===== config.mk =====
export PLATFORM = sky130hd
export DESIGN_NAME = incadc_ctrl
export DESIGN_NICKNAME = d
export VERILOG_FILES = /design/src/rtl/incadc_pkg.sv /design/src/rtl/incadc_window.sv /design/src/rtl/incadc_tally.sv /design/src/rtl/incadc_capture.sv /design/src/rtl/incadc_ctrl.sv
export SDC_FILE = /design/constraint.sdc
export NUM_CORES = 1
export LEC_CHECK = 0
export ABC_AREA = 1
export BUFFER_PORTS_ARGS = -buffer_cell sky130_fd_sc_hd__buf_2
export CAP_MARGIN = 20
export CORE_UTILIZATION = 40
export CTS_CLUSTER_SIZE = 40
export DETAILED_ROUTE_END_ITERATION = 10
export GPL_TIMING_DRIVEN = 0
export HOLD_SLACK_MARGIN = 0.05
export PLACE_DENSITY = 0.71
export SLEW_MARGIN = 20
export SYNTH_ARGS = -nofsm -noshare
export SYNTH_HDL_FRONTEND = slang
export SYNTH_HIERARCHICAL = 1
export SYNTH_SLANG_ARGS = --single-unit

===== constraint.sdc =====
create_clock -name clk -period 2.05 [get_ports clk]
set_input_delay 0.3075 -clock clk [delete_from_list [all_inputs] [get_ports clk]]
set_output_delay 0.3075 -clock clk [all_outputs]
set_load 0.1 [all_outputs]

===== src/rtl/incadc_pkg.sv =====
// Package: incadc_pkg
// Shared types for the incremental converter sequencer.
package incadc_pkg;

    // Resolution modes; the encoding matches the res_wide_i pin.
    typedef enum logic {
        RES_NARROW = 1'b0,
        RES_WIDE   = 1'b1
    } res_mode_e;

endpackage


===== src/rtl/incadc_window.sv =====
// Module: incadc_window
// Sequences one-cycle clear phases and fixed-length conversion windows.
// Assumes: the resolution select is sampled only in the clear phase. The
// window length is 2^LO_BITS or 2^HI_BITS cycles, and HI_BITS > LO_BITS.
module incadc_window
    import incadc_pkg::*;
#(
    parameter int unsigned LO_BITS = 8,
    parameter int unsigned HI_BITS = 12
) (
    input  logic      clk,
    input  logic      rst_n,
    input  logic      res_wide_i,
    output logic      clr_o,
    output logic      last_o,
    output res_mode_e mode_o
);

    localparam logic [HI_BITS-1:0] LO_LAST = {{(HI_BITS-LO_BITS){1'b0}}, {LO_BITS{1'b1}}};
    localparam logic [HI_BITS-1:0] HI_LAST = {HI_BITS{1'b1}};

    logic [HI_BITS-1:0] pos_q;
    logic [HI_BITS-1:0] limit;
    logic               clr_q;
    res_mode_e          mode_q;

    // Purpose: choose the final window position for the latched mode.
    always_comb begin
        limit = (mode_q == RES_WIDE) ? HI_LAST : LO_LAST;
    end

    assign last_o = !clr_q && (pos_q == limit);
    assign clr_o  = clr_q;
    assign mode_o = mode_q;

    // Purpose: step through the clear phase, then the window positions.
    always_ff @(posedge clk) begin
        if (!rst_n) begin
            clr_q  <= 1'b1;
            pos_q  <= '0;
            mode_q <= RES_NARROW;
        end else if (clr_q) begin
            clr_q  <= 1'b0;
            pos_q  <= '0;
            mode_q <= res_mode_e'(res_wide_i);
        end else if (last_o) begin
            clr_q  <= 1'b1;
        end else begin
            pos_q  <= pos_q + 1'b1;
        end
    end

endmodule


===== src/rtl/incadc_tally.sv =====
// Module: incadc_tally
// Counts the cycles on which the density bit is high.
// Assumes: clear_i is high only in the clear phase. The tally is one bit
// wider than HI_BITS, so a full window of ones cannot wrap.
module incadc_tally #(
    parameter int unsigned HI_BITS = 12
) (
    input  logic             clk,
    input  logic             rst_n,
    input  logic             clear_i,
    input  logic             dens_i,
    output logic [HI_BITS:0] sum_o
);

    logic [HI_BITS:0] tally_q;

    // Purpose: the running total, including the current cycle's density bit.
    always_comb begin
        sum_o = tally_q + {{HI_BITS{1'b0}}, dens_i};
    end

    // Purpose: clear in the clear phase, otherwise accumulate.
    always_ff @(posedge clk) begin
        if (!rst_n) begin
            tally_q <= '0;
        end else if (clear_i) begin
            tally_q <= '0;
        end else begin
            tally_q <= sum_o;
        end
    end

endmodule


===== src/rtl/incadc_capture.sv =====
// Module: incadc_capture
// Stores the saturated window total and raises the valid strobe.
// Assumes: take_i is high for one cycle, on the last cycle of a window.
module incadc_capture
    import incadc_pkg::*;
#(
    parameter int unsigned LO_BITS = 8,
    parameter int unsigned HI_BITS = 12
) (
    input  logic               clk,
    input  logic               rst_n,
    input  logic               take_i,
    input  res_mode_e          mode_i,
    input  logic [HI_BITS:0]   sum_i,
    output logic [HI_BITS-1:0] sample_o,
    output logic               valid_o
);

    localparam logic [HI_BITS:0] LO_CAP = {{(HI_BITS+1-LO_BITS){1'b0}}, {LO_BITS{1'b1}}};
    localparam logic [HI_BITS:0] HI_CAP = {1'b0, {HI_BITS{1'b1}}};

    logic [HI_BITS:0] cap;
    logic [HI_BITS:0] clipped;

    // Purpose: clip a full-window total to the largest code of the mode.
    always_comb begin
        cap     = (mode_i == RES_WIDE) ? HI_CAP : LO_CAP;
        clipped = (sum_i > cap) ? cap : sum_i;
    end

    // Purpose: register the sample and the one-cycle strobe.
    always_ff @(posedge clk) begin
        if (!rst_n) begin
            sample_o <= '0;
            valid_o  <= 1'b0;
        end else begin
            valid_o <= take_i;
            if (take_i) begin
                sample_o <= clipped[HI_BITS-1:0];
            end
        end
    end

endmodule


===== src/rtl/incadc_ctrl.sv =====
// Module: incadc_ctrl
// Top level of the incremental converter sequencer.
// Assumes: dens_i is synchronous to clk. The analog integrator is cleared
// while int_clr_o is high.
module incadc_ctrl
    import incadc_pkg::*;
#(
    parameter int unsigned LO_BITS = 8,
    parameter int unsigned HI_BITS = 12
) (
    input  logic               clk,
    input  logic               rst_n,
    input  logic               dens_i,
    input  logic               res_wide_i,
    output logic               int_clr_o,
    output logic [HI_BITS-1:0] smp_o,
    output logic               smp_vld_o
);

    logic             clr_w;
    logic             last_w;
    res_mode_e        mode_w;
    logic [HI_BITS:0] sum_w;

    incadc_window #(.LO_BITS(LO_BITS), .HI_BITS(HI_BITS)) u_win (
        .clk        (clk),
        .rst_n      (rst_n),
        .res_wide_i (res_wide_i),
        .clr_o      (clr_w),
        .last_o     (last_w),
        .mode_o     (mode_w)
    );

    incadc_tally #(.HI_BITS(HI_BITS)) u_tally (
        .clk     (clk),
        .rst_n   (rst_n),
        .clear_i (clr_w),
        .dens_i  (dens_i),
        .sum_o   (sum_w)
    );

    incadc_capture #(.LO_BITS(LO_BITS), .HI_BITS(HI_BITS)) u_cap (
        .clk      (clk),
        .rst_n    (rst_n),
        .take_i   (last_w),
        .mode_i   (mode_w),
        .sum_i    (sum_w),
        .sample_o (smp_o),
        .valid_o  (smp_vld_o)
    );

    assign int_clr_o = clr_w;

endmodule


==> run metrics <==
Vias=between 1500 and 2000; RSZ-0062 raised after global routing=yes; Setup Viol. Count Final=12; synthesized area=about 2100 µm²; required time of the critical path=~2200 ps; vias in the first global route=~1900; Post-synth EDFFs=0; worst reg-to-reg path cell count=17; fraction of layout cells with a size suffix above 1=around 28%; Critical R2R Launch=u_tally/tally_q[0]$_SDFF_PP0_; DIE AREA=5570 µm²; synth cell count leaders=nand2_1 (62), nor2_1 (54), inv_1 (47), dfxtp_1 (40), nand3_1 (21); largest net degree at the start of global routing=13; R2R setup slack=-230 ps; worst setup path class=flop to flop; outcome=finished, violations left; DIE HEIGHT=between 70 and 80 µm; port buffer count=17; Reg clk slew, reported paths=about 80 ps; drt pass-1 iters=4; GRT Overall Usage=roughly 18%; Net count, final=365; Synth top area share=between 30% and 40%; core area=about 5100 µm²; worst hold endpoint=u_win/clr_o$_SDFF_PN1_; Cell Pwr Density=501 nW/µm²; endpoint class of the critical path=flop; final WL=~4.7 mm; M1 WL=1.97 mm; final hold slack=about 250 ps; fin util=a little over half; clk_lat worst skew=290 ps; Final ANT Viol Nets=0; hold path startpoint=rst_n; Synth Instances=about 300; Yosys reg bits=40; CP Launch Type=flop; Placed Area=roughly 2300 µm²; met2 wire length=2.48 mm; setup TNS=-2540 ps; initial core utilization=between 40 and 50%; Syn Area/Cell=around 7 µm²; hold path depth=2; Clk pwr share=36.8%; post-synthesis sequential area ratio=38.0%; num rows=26; synth unique cells=21; Slew headroom=around two thirds; count leader, synth=nand2_1; NetSw=0.322 mW; CTS Buf Count=5; first-iteration detailed-routing DRC count=33; Arr. time, crit path=between 2000 and 2500 ps; clock buffer depth=2; Via density=about 4.7; Max Slew Vio Count=0; Power, Total=1.36 mW; Final Critical Period=roughly 2300 ps; Final Hold Fails=0; failing checks=negative setup slack; Remaining DRCs=0; synth top area cells=dfxtp_1 (38%), nand2_1 (11%), nor2_1 (9.6%); diodes inserted=0; leakage power=around 1.3 nW; I/O pin count=18; part of the power in registers=about three fifths; critical path fanouts, max=4; global-route wire length before repair=roughly 7.7 mm; Final HPWL DP=around 3.2 mm; Finished Cell Area=between 2000 and 3000 µm²; H-tree levels=2; synth warn=6; cell taking the most area after synthesis=dfxtp_1; Cell Int Power=1.03 mW; fin crit share=111%; ys async rst share=0%; global route total overflow=0; antenna violations before repair=0; Worst VDD drop=between 0.3 and 0.4 mV; top layer in use=met4; met3 wire length=between 150 and 200 µm; routed length per placed instance=11.2 µm; reg2reg end=u_cap/sample_o[1]$_SDFFE_PN0P_; max cap viols=0; Max Freq=between 0.4 and 0.5 GHz; min-delay worst type=input pin to flop; worst setup margin=-230 ps; Net Sw Frac=roughly a quarter; Synth Net Count=316; Top FF cell, synth=dfxtp_1; CTS tree=done; Layout Skew=11.5 ps; area grow syn2layout=28.2%; clk root buf=clkbuf_8; RD Place Congestion=just over 0.8; Worst Tran Pin Value=approximately 490 ps; die extent in x=between 70 and 80 µm; Comb pwr share=between 4 and 5%; clock sinks=40
[how the worst max path moves through the flow]
stage / start / endpoint / slack, ps / cells past startpoint
after detailed placement: dens_i / u_cap/sample_o[9]$_SDFFE_PN0P_ / -340 / 20
after global placement: dens_i / u_cap/sample_o[10]$_SDFFE_PN0P_ / -290 / 20
final: u_tally/tally_q[0]$_SDFF_PP0_ / u_cap/sample_o[1]$_SDFFE_PN0P_ / -230 / 17
after floorplan: u_tally/tally_q[0]$_SDFF_PP0_ / u_cap/sample_o[10]$_SDFFE_PN0P_ / -30 / 19
after global routing: u_tally/tally_q[0]$_SDFF_PP0_ / u_cap/sample_o[11]$_SDFFE_PN0P_ / -370 / 19
after CTS: u_tally/tally_q[0]$_SDFF_PP0_ / u_cap/sample_o[9]$_SDFFE_PN0P_ / -170 / 19
[flip-flops by register name, summed over array words and instances, names as in the netlist]
register	count
u_tally/tally_q	13
u_win/pos_q	12
u_cap/sample_o	12
u_cap/valid_o	1
u_win/mode_o	1
u_win/clr_o	1
[metrics by stage]
stage	setup WS, ps	instances
floorplan	-30.2	305
global placement	-293	392
detailed placement	-345	392
CTS	-168	423
global route	-374	424
finish	-230	424
[final cells by class]
cell class / instances / area [µm²]
Clock inverter: 2 / 12.5
Tap cell: 70 / 87.6
Fill cell: 483 / 2400
Multi-Input combinational cell: 213 / 1220
Clock buffer: 5 / 68.8
Buffer: 5 / 42.5
Inverter: 47 / 176
Timing Repair Buffer: 42 / 293
Sequential cell: 40 / 805
[layout by cell type, fill, tap and decap left out, types with 4 or more instances in the layout]
master    count
clkbuf_8      5
buf_6         5
nand2_1      56
nor2_2        5
nand3_2       7
buf_4        22
xnor2_1       6
nor2_1       54
nand4_1       5
a21oi_1      14
o21ai_0      10
dfxtp_1      37
a21oi_2       4
ha_4          4
inv_1        45
nand3_1      16
nor2_4        5
nand2_2      13
buf_2        18
[power groups by stage]
stage / Sequential, mW / Clock, mW / Combinational (mW)
floorplan: 0.814 / 0 / 0.0381
global placement: 0.808 / 0 / 0.0594
detailed placement: 0.808 / 0 / 0.0613
CTS: 0.790 / 0.523 / 0.0663
global route: 0.791 / 0.559 / 0.0754
finish: 0.790 / 0.498 / 0.0667
[worst max-delay path, stage by stage, from the launching register on]
cell and delay (ps):
dfxtp_2 340, ha_4 140, ha_4 160, nand2_4 60
nor2_4 120, nand2_2 80, xor2_2 180, inv_2 80
ha_4 260, nand2_2 40, inv_2 40, nand2_1 50
nor2_1 80, nand2_1 110, nand2_2 130, buf_6 130
buf_12 100, a21oi_2 40
[logic make-up after synthesis]
group,count (synthesis),share of synthesized area [%]
AO/OA/AOI/OAI,28,6.65
XOR/XNOR,10,4.15
adder cells (fa/ha/maj),7,4.15
buffers and inverters,52,10.4
flip-flops,40,38.0
AND/OR/NAND/NOR,168,36.7
[timing repair]
action / in CTS / in global routing
resized for setup: 16 / 11
pin swaps: 8 / 5
buffers inserted: 23 / 3
hold buffers: 0 / 0
endpoints found under the setup margin: 12 / 13
gates cloned: 1 / 0
endpoints found under the hold margin: 0 / 0
[metal layers]
| metal | global-route usage, % | up-vias |
|---|---|---|
| li1 | - | 1042 |
| met4 | 5.87 | 0 |
| met2 | 35.2 | 33 |
| met1 | 18.8 | 912 |
| met3 | 5.69 | 10 |
| met5 | 0 | - |
Note: power is estimated with default switching activity, not from simulation.
